[src/rtl/tw_pkg.sv]
`timescale 1ns/1ps
package tw_pkg;
  localparam int BYTE_W  = 8;
  localparam int OP_W    = 4;
  localparam int SEL_W   = 2;
  localparam int TYPE_W  = 4;
  localparam int STRAP_W = BYTE_W - TYPE_W;

  typedef enum logic [2:0] {
    PH_IDLE, PH_ADDR, PH_INSTR, PH_WDATA, PH_RDATA, PH_STEP, PH_HOLD
  } phase_t;

  localparam logic [OP_W-1:0] OP_STEP       = 4'b0010;
  localparam logic [OP_W-1:0] OP_RD_WIPER   = 4'b1001;
  localparam logic [OP_W-1:0] OP_WR_WIPER   = 4'b1010;
  localparam logic [OP_W-1:0] OP_RD_REG     = 4'b1011;
  localparam logic [OP_W-1:0] OP_WR_REG     = 4'b1100;
  localparam logic [OP_W-1:0] OP_REG2WIPER  = 4'b1101;
  localparam logic [OP_W-1:0] OP_WIPER2REG  = 4'b1110;
  localparam logic [OP_W-1:0] OP_ALL_R2W    = 4'b0001;
  localparam logic [OP_W-1:0] OP_ALL_W2R    = 4'b1000;

  function automatic logic op_is_short(input logic [OP_W-1:0] op);
    return (op == OP_REG2WIPER) || (op == OP_WIPER2REG) ||
           (op == OP_ALL_R2W)   || (op == OP_ALL_W2R);
  endfunction

  function automatic logic op_is_write3(input logic [OP_W-1:0] op);
    return (op == OP_WR_WIPER) || (op == OP_WR_REG);
  endfunction

  function automatic logic op_is_read(input logic [OP_W-1:0] op);
    return (op == OP_RD_WIPER) || (op == OP_RD_REG);
  endfunction
endpackage

[src/rtl/tw_line_sync.sv]
`timescale 1ns/1ps
module tw_line_sync #(
  parameter int              WIDTH   = 2,
  parameter int              STAGES  = 2,
  parameter logic [WIDTH-1:0] RST_VAL = '1
) (
  input  logic             clk,
  input  logic             rst,
  input  logic [WIDTH-1:0] din,
  output logic [WIDTH-1:0] lvl,
  output logic [WIDTH-1:0] rise,
  output logic [WIDTH-1:0] fall
);
  logic [STAGES-1:0][WIDTH-1:0] stg;
  logic [WIDTH-1:0]             prev;

  generate
    if (STAGES > 1) begin : g_chain
      always_ff @(posedge clk) begin
        if (rst) stg <= {STAGES{RST_VAL}};
        else     stg <= {stg[STAGES-2:0], din};
      end
    end else begin : g_single
      always_ff @(posedge clk) begin
        if (rst) stg <= RST_VAL;
        else     stg <= din;
      end
    end
  endgenerate

  always_ff @(posedge clk) begin
    if (rst) prev <= RST_VAL;
    else     prev <= stg[STAGES-1];
  end

  assign lvl  = stg[STAGES-1];
  assign rise = lvl & ~prev;
  assign fall = ~lvl & prev;
endmodule

[src/rtl/tw_slave_fsm.sv]
`timescale 1ns/1ps
module tw_slave_fsm
  import tw_pkg::*;
#(
  parameter logic [TYPE_W-1:0] TYPE_ID = 4'b0101
) (
  input  logic               clk,
  input  logic               rst,
  input  logic               scl_rise,
  input  logic               scl_fall,
  input  logic               sda_lvl,
  input  logic               start_evt,
  input  logic               stop_evt,
  input  logic [STRAP_W-1:0] strap,
  input  logic               nv_busy,
  input  logic [BYTE_W-1:0]  rd_data,
  output logic               sda_pull,
  output logic               cmd_valid,
  output logic [OP_W-1:0]    cmd_op,
  output logic [SEL_W-1:0]   cmd_reg,
  output logic [SEL_W-1:0]   cmd_pot,
  output logic [BYTE_W-1:0]  cmd_data,
  output logic               rd_req,
  output logic               step_up,
  output logic               step_dn
);
  localparam int                CNT_W    = $clog2(BYTE_W + 1);
  localparam logic [CNT_W-1:0] LAST_BIT = CNT_W'(BYTE_W - 1);
  localparam logic [CNT_W-1:0] ACK_SLOT = CNT_W'(BYTE_W);

  phase_t              phase;
  logic [CNT_W-1:0]    cnt;
  logic                seen_rise;
  logic                pending;
  logic                step_dir;
  logic [BYTE_W-1:0]   rx_sh;
  logic [BYTE_W-2:0]   tx_sh;
  logic                addr_hit;

  assign addr_hit = (rx_sh == {TYPE_ID, strap});

  always_ff @(posedge clk) begin
    if (rst) begin
      phase     <= PH_IDLE;
      cnt       <= '0;
      seen_rise <= 1'b0;
      pending   <= 1'b0;
      step_dir  <= 1'b0;
      rx_sh     <= '0;
      tx_sh     <= '0;
      sda_pull  <= 1'b0;
      cmd_valid <= 1'b0;
      cmd_op    <= '0;
      cmd_reg   <= '0;
      cmd_pot   <= '0;
      cmd_data  <= '0;
      rd_req    <= 1'b0;
      step_up   <= 1'b0;
      step_dn   <= 1'b0;
    end else begin
      cmd_valid <= 1'b0;
      rd_req    <= 1'b0;
      step_up   <= 1'b0;
      step_dn   <= 1'b0;
      if (start_evt) begin
        phase     <= PH_ADDR;
        cnt       <= '0;
        seen_rise <= 1'b0;
        pending   <= 1'b0;
        sda_pull  <= 1'b0;
      end else if (stop_evt) begin
        if (phase == PH_HOLD && pending) cmd_valid <= 1'b1;
        phase     <= PH_IDLE;
        seen_rise <= 1'b0;
        pending   <= 1'b0;
        sda_pull  <= 1'b0;
      end else if (scl_rise && phase != PH_IDLE) begin
        seen_rise <= 1'b1;
        step_dir  <= sda_lvl;
        if (cnt < ACK_SLOT) rx_sh <= {rx_sh[BYTE_W-2:0], sda_lvl};
      end else if (scl_fall && seen_rise) begin
        seen_rise <= 1'b0;
        unique case (phase)
          PH_ADDR, PH_INSTR, PH_WDATA: begin
            if (cnt < LAST_BIT) begin
              cnt <= cnt + 1'b1;
            end else if (cnt == LAST_BIT) begin
              cnt <= ACK_SLOT;
              if (phase == PH_ADDR) begin
                if (addr_hit && !nv_busy) sda_pull <= 1'b1;
                else                      phase    <= PH_IDLE;
              end else if (phase == PH_INSTR) begin
                sda_pull <= 1'b1;
                cmd_op   <= rx_sh[BYTE_W-1 -: OP_W];
                cmd_reg  <= rx_sh[2*SEL_W-1 -: SEL_W];
                cmd_pot  <= rx_sh[SEL_W-1:0];
                if (op_is_read(rx_sh[BYTE_W-1 -: OP_W])) rd_req <= 1'b1;
              end else begin
                sda_pull <= 1'b1;
                cmd_data <= rx_sh;
              end
            end else begin
              cnt      <= '0;
              sda_pull <= 1'b0;
              if (phase == PH_ADDR) begin
                phase <= PH_INSTR;
              end else if (phase == PH_INSTR) begin
                if (op_is_read(cmd_op)) begin
                  phase    <= PH_RDATA;
                  tx_sh    <= rd_data[BYTE_W-2:0];
                  sda_pull <= ~rd_data[BYTE_W-1];
                end else if (cmd_op == OP_STEP) begin
                  phase <= PH_STEP;
                end else if (op_is_write3(cmd_op)) begin
                  phase <= PH_WDATA;
                end else begin
                  phase   <= PH_HOLD;
                  pending <= op_is_short(cmd_op);
                end
              end else begin
                phase   <= PH_HOLD;
                pending <= 1'b1;
              end
            end
          end
          PH_RDATA: begin
            if (cnt < LAST_BIT) begin
              tx_sh    <= {tx_sh[BYTE_W-3:0], 1'b0};
              sda_pull <= ~tx_sh[BYTE_W-2];
              cnt      <= cnt + 1'b1;
            end else if (cnt == LAST_BIT) begin
              sda_pull <= 1'b0;
              cnt      <= ACK_SLOT;
            end else begin
              phase <= PH_HOLD;
              cnt   <= '0;
            end
          end
          PH_STEP: begin
            if (step_dir) step_up <= 1'b1;
            else          step_dn <= 1'b1;
          end
          default: begin
          end
        endcase
      end
    end
  end
endmodule

[src/rtl/twowire_cmd_frontend.sv]
`timescale 1ns/1ps
module twowire_cmd_frontend
  import tw_pkg::*;
#(
  parameter int                SYNC_STAGES = 2,
  parameter logic [TYPE_W-1:0] TYPE_ID     = 4'b0101
) (
  input  logic               clk,
  input  logic               rst,
  input  logic               scl_i,
  input  logic               sda_i,
  input  logic [STRAP_W-1:0] strap_i,
  input  logic               nv_busy_i,
  input  logic [BYTE_W-1:0]  rd_data_i,
  output logic               sda_pull_o,
  output logic               cmd_valid_o,
  output logic [OP_W-1:0]    cmd_op_o,
  output logic [SEL_W-1:0]   cmd_reg_o,
  output logic [SEL_W-1:0]   cmd_pot_o,
  output logic [BYTE_W-1:0]  cmd_data_o,
  output logic               rd_req_o,
  output logic               step_up_o,
  output logic               step_dn_o
);
  logic [1:0] line_lvl, line_rise, line_fall;
  logic       start_evt, stop_evt;

  tw_line_sync #(
    .WIDTH  (2),
    .STAGES (SYNC_STAGES),
    .RST_VAL(2'b11)
  ) i_sync (
    .clk (clk),
    .rst (rst),
    .din ({scl_i, sda_i}),
    .lvl (line_lvl),
    .rise(line_rise),
    .fall(line_fall)
  );

  assign start_evt = line_fall[0] & line_lvl[1];
  assign stop_evt  = line_rise[0] & line_lvl[1];

  tw_slave_fsm #(
    .TYPE_ID(TYPE_ID)
  ) i_fsm (
    .clk      (clk),
    .rst      (rst),
    .scl_rise (line_rise[1]),
    .scl_fall (line_fall[1]),
    .sda_lvl  (line_lvl[0]),
    .start_evt(start_evt),
    .stop_evt (stop_evt),
    .strap    (strap_i),
    .nv_busy  (nv_busy_i),
    .rd_data  (rd_data_i),
    .sda_pull (sda_pull_o),
    .cmd_valid(cmd_valid_o),
    .cmd_op   (cmd_op_o),
    .cmd_reg  (cmd_reg_o),
    .cmd_pot  (cmd_pot_o),
    .cmd_data (cmd_data_o),
    .rd_req   (rd_req_o),
    .step_up  (step_up_o),
    .step_dn  (step_dn_o)
  );
endmodule

[config.mk]
export PLATFORM = sky130hd
export DESIGN_NAME = twowire_cmd_frontend
export DESIGN_NICKNAME = d
export VERILOG_FILES = /design/src/rtl/tw_pkg.sv /design/src/rtl/tw_line_sync.sv /design/src/rtl/tw_slave_fsm.sv /design/src/rtl/twowire_cmd_frontend.sv
export SDC_FILE = /design/constraint.sdc
export NUM_CORES = 1
export LEC_CHECK = 0
export BUFFER_PORTS_ARGS = -buffer_cell sky130_fd_sc_hd__buf_2
export CAP_MARGIN = 10
export CELL_PAD_IN_SITES_DETAIL_PLACEMENT = 1
export CELL_PAD_IN_SITES_GLOBAL_PLACEMENT = 2
export CORE_UTILIZATION = 37
export DETAILED_ROUTE_END_ITERATION = 8
export PLACE_DENSITY_LB_ADDON = 0.1
export SYNTH_ARGS = -nofsm -noshare
export SYNTH_HDL_FRONTEND = slang
export SYNTH_HIERARCHICAL = 1
export SYNTH_SLANG_ARGS = --single-unit
[constraint.sdc]
create_clock -name clk -period 4.8 [get_ports clk]
set_input_delay 0.96 -clock clk [delete_from_list [all_inputs] [get_ports clk]]
set_output_delay 0.96 -clock clk [all_outputs]
set_load 0.005 [all_outputs]
# Yosys cells after proc, flatten, opt, wreduce, memory -nomap -nowiden
# Index checks and enable logic that the tools add are counted.
# classes
add_sub_neg	1
n_lt_le_gt_ge	2
eq_ne	40
muxes	45
bitwise	18
n_reduce_logical	33
# op_table
cell	n
7-bit 2-to-1 mux	6
4-bit equality test (second input constant)	9
3-bit 2-to-1 mux	11
9-bit AND reduction	3
1-bit 2-to-1 mux	23
2-bit inequality test (second input constant)	8
8-bit AND reduction	2
7-bit one-hot mux with 2 select lines	1
4-bit by 2-bit inequality test with 1-bit output (second input constant)	3
1-bit NOT	12
11-bit AND reduction	1
5-bit by 3-bit inequality test with 1-bit output (second input constant)	2
10-bit OR reduction	1
3-bit equality test (second input constant)	3
3-bit OR reduction	3
8-bit by 7-bit equality test with 1-bit output	1
4-bit 2-to-1 mux	2
4-bit AND reduction	2
3-bit by 2-bit equality test with 1-bit output (second input constant)	2
1-bit logical OR	6
2-bit by 1-bit inequality test with 1-bit output (second input constant)	3
3-bit by 1-bit inequality test with 1-bit output (second input constant)	2
3-bit inequality test (second input constant)	2
3-bit one-hot mux with 2 select lines	1
22 further kinds	30
# totals
register_bits	52
inputBits	17
out_inout_bits	21

# Logic depth before layout (Yosys ltp)
# logic_depth
depth_word	14
mapped_depth	8
depth_no_buf	7

# Hierarchy
# The synthesis kept the hierarchy.
# modules_own_cells
module	n_inst	cells_per_inst	area_per_inst_um2
tw_slave_fsm	1	254	2284.7
tw_line_sync	1	18	197.7
twowire_cmd_frontend	1	2	12.5

# Worst setup path before layout
# Ideal clock, no wire load.
# synth_timing
kind	input to register
from	input port rst
to	register i_fsm.sda_pull
arrival_time_ns	2.004
slack_ns	2.675
path_stages	6
cell_sequence	clkbuf_1 or2_2 clkbuf_1 nor2_1 and2_1 mux2_2
# synth_between
elab_chain_cells	1
# synth_rtl
item	line_no	source
from (decl)	twowire_cmd_frontend.sv:9	input logic rst,
3-bit OR reduction (no source line)	-	
to (signal assigned)	tw_slave_fsm.sv:111	sda_pull <= ~rd_data[BYTE_W-1];
to (signal assigned)	tw_slave_fsm.sv:129	sda_pull <= ~tx_sh[BYTE_W-2];
to (decl)	tw_slave_fsm.sv:17	output logic sda_pull,
# No other way between the ends.
# A chain may end at the register's enable or synchronous reset.

# Worst setup path in the final report
# layout_timing
from	register i_fsm.phase[0]
to	register i_fsm.cmd_data[2]
# layout_between
elab_chain_cells	4
elab_cells_between_ends	10
# layout_rtl
item	line_no	source
from (decl)	tw_slave_fsm.sv:31	phase_t phase;
from (signal assigned)	tw_slave_fsm.sv:44	phase <= PH_IDLE;
from (signal assigned)	tw_slave_fsm.sv:66	phase <= PH_ADDR;
from (signal assigned)	tw_slave_fsm.sv:73	phase <= PH_IDLE;
branches (longest 3 deep; another with 3-bit by 2-bit equality test with 1-bit output)	-	
9-bit AND reduction (no source line) (*)	-	
to (signal assigned)	tw_slave_fsm.sv:100	cmd_data <= rx_sh;
to (decl)	tw_slave_fsm.sv:22	output logic [BYTE_W-1:0] cmd_data,
# Mark *: on every way between the ends.

==> run summary <==
The flow ran to the end, but the final reports show violations. The final reports fail on DRC. STA classifies the critical path endpoint as a register. In this run, synthesis inferred 0 flip-flops with an integrated enable. The tightest hold path in the finished design has a slack of 0.412 ns. VDD sags by at most 0.173 mV.

In this run the tightest slew margin relative to its limit is 49.5%. Detailed-route via count: 2011. TritonCTS built the clock tree.

The tools report the number of global-route vias before repair as 1935. The total wire length is 5900 um. After detailed routing, the average wire length per cell comes to 15.6 um. Power spread over the standard cell area amounts to 281 mW/mm2. The Yosys warning count is 6. STA classifies the critical path startpoint as a register. The total overflow left after global routing is 0.

The CTS clock-pin slew for the worst setup and hold paths was 0.10 ns. For the starting utilization of the core area, the log shows 38.8%. For this block, the initial DRC count from the detailed router was 71. The average instance area after synthesis was 9.11 um2. The maximum fanout along the worst path was 15. Clock skew on the completed layout was measured at 0.0104 ns. Counting the buffers created by CTS gives 5.

For the sum of negative setup slack, the log shows 0 ns. The tools report the global placement routability congestion as 0.758. Entering global routing, the biggest net connects 43 pins. After detailed routing, the number of remaining DRC violations is 2. Once detailed placement completed, the half-perimeter wirelength came to 4230 um. For the first-pass iteration count of the detailed router, the log shows 6. The run gives 0 as the post-cts sizing count.

Leading register cell type out of synthesis: dfxtp_1. When the netlist entered floorplanning its net count stood at 292. The cell total after placement came out at 371.

Setup repair after global routing left no endpoint under its margin. The post-route antenna net violation count was 0; the number of standard cells after synthesis was 274. Top-area cell type share of the netlist area: 41.7%. Library cell with the largest summed area after synthesis: dfxtp_1. The die boundary width is 84.1 um, and the antenna diode count is 0. The most common cell in the synthesized netlist is dfxtp_1. The number of port buffers is 37, and the slew at the pin closest to its max-slew limit is 0.757 ns.

The largest registers in the layout are i_fsm/cmd_data x8, i_fsm/rx_sh x8, i_fsm/tx_sh x7. The longest clock path from root to sink contains 2 buffers. Counting I/O delays and the setup requirement, the final critical path takes 2.62 ns. In this run the vertical extent of the chip is 84.1 um. The H-tree generated during clock tree synthesis spans 2 levels.

The type of the most critical hold path is register to register. STA puts the critical path data required time at 4.97 ns. At the end of the flow the core is filled with cells to 43.7%. By area the synthesized netlist is led by dfxtp_1 42%, mux2i_1 11%, nor2_1 6.0%. The tools report the static leakage as 1.15 nW. The count of distinct cell types in the synthesized netlist is 56, and the detailed-route vias per instance is 5.31. Setup slack closes at 2.18 ns.

The commonest cells after synthesis are 52 x dfxtp_1, 40 x nor2_1, 27 x mux2i_1. At the worst endpoint, the arrival time is 2.79 ns. The number of hold-repair buffers added at the cts stage came out at 0. Part of the Yosys area used for sequential elements: 41.7%. Row generation in the floorplan step produced 29 rows. The die covers 0.00708 mm2. The flop-to-flop setup slack came out at 2.18 ns. For this run, the top clock speed supported by timing is 0.382 GHz. Wire length of the first global-routing pass: 9830 um.

The clock reaches the later pin of the worst-skew pair after 0.31 ns. The number of antenna violations at the first check in global routing is 0, and the share of the clock period used by the worst path after layout is 54.5%. In the final design database the tool counted 319 nets.

The area growth from synthesis to layout is 12.6%. The tree is rooted in a clkbuf_8. The tools report the count of endpoints failing hold in the final timing report as 0.

The mapped netlist covers 0.00249 mm2. The worst setup path is of the register to register kind. The run gives 0 as the count of pins over their slew limit. The tools report the I/O pin count as 38. The clock sink total was 52. The synthesized design contains 52 register bits. The tools report the overall fraction of global-route tracks in use as 17.6%.

For this run, the number of standard cells in the final layout without fillers is 379. The tools report the number of endpoints failing setup at the final stage as 0. The fraction of final layout cells sized beyond drive strength 1 came out at 20.9%. The worst setup slack before clock tree synthesis came out at 2.23 ns. Max-cap violations in this run came to 0. For this run, asynchronously set or reset flops after synthesis account for 0%. In this run the post-CTS setup repair buffer count came out at 0. The placeable core area came out at 0.00642 mm2.
stage by stage:
stage          cell area [um2]  total power (W)
2_1_floorplan             2490         0.000468
3_3_place_gp              2690         0.000479
3_5_place_dp              2690         0.000479
4_1_cts                   2810         0.000802
5_1_grt                   2810         0.000826
6_report                  2810         0.000790
logic make-up (layout without fill, tap and decap cells):
kind of cell / after synthesis / in the layout / synth area share, %
multiplexers: 28 / 28 / 11.3
AND/OR/NAND/NOR: 126 / 126 / 27.6
adder cells (fa/ha/maj): 1 / 1 / 0.501
XOR/XNOR: 6 / 6 / 2.11
flip-flops: 52 / 52 / 41.7
buffers and inverters: 20 / 48 / 4.01
AO/OA/AOI/OAI: 41 / 41 / 12.8
area by class of cell:
class / count / area [um2]
fill: 762 / 3610
multi-input combinational: 202 / 1350
sequential: 52 / 1040
timing repair buffer: 37 / 185
tap: 77 / 96.3
clock buffer: 6 / 82.6
clock inverter: 2 / 38.8
inverter: 3 / 11.3
worst max-delay path, stage by stage, from the launching register on:
cell and delay (ns):
dfxtp_1 0.50, o31ai_2 0.44, nor2b_1 0.62, nand4_2 0.55
mux2i_1 0.31, nor2_1 0.06
cells in the final DEF, fill, tap and decap left out, drive strengths merged, types with 3 or more instances in the layout:
| master | n |
|---|---|
| and2 | 3 |
| clkbuf | 6 |
| nor3b | 3 |
| a311oi | 6 |
| o211ai | 3 |
| nor3 | 4 |
| nor2 | 41 |
| nand2 | 25 |
| dfxtp | 52 |
| nor2b | 7 |
| nand4 | 7 |
| a21oi | 14 |
| or2 | 8 |
| mux2i | 27 |
| buf | 37 |
| xnor2 | 5 |
| nand4b | 3 |
| nand3 | 4 |
| inv | 3 |
| nand2b | 5 |
| o21ai | 6 |
| or3b | 4 |
worst paths after layout:
| kind | endpoint | from | depth (start not counted) |
|---|---|---|---|
| hold / removal | i_sync/lvl[1] | i_sync/stg[1] | 1 |
| hold reg to reg | i_sync/lvl[1] | i_sync/stg[1] | 1 |
| setup / recovery | i_fsm/cmd_data[2] | i_fsm/phase[0] | 5 |
| setup reg to reg | i_fsm/cmd_data[2] | i_fsm/phase[0] | 5 |
per-layer routing:
| layer | vias to the layer above | track usage (%) | share of wire [%] | wire, um |
|---|---|---|---|---|
| met5 | - | 0 | 0 | 0 |
| met4 | 0 | 4.70 | 1.1 | 63 |
| met3 | 6 | 3.56 | 3.1 | 184 |
| met2 | 37 | 28.5 | 45 | 2680 |
| met1 | 955 | 24.0 | 50 | 2970 |
| li1 | 1013 | - | - | - |
power by group:
group	internal (W)	switching, W	leakage [nW]
clock	0.000171	0.000150	0.0614
combinational	0.0000131	0.0000186	0.667
sequential	0.000434	0.00000322	0.420
total	0.000618	0.000172	1.15
Power figures use the tool's default switching activity.
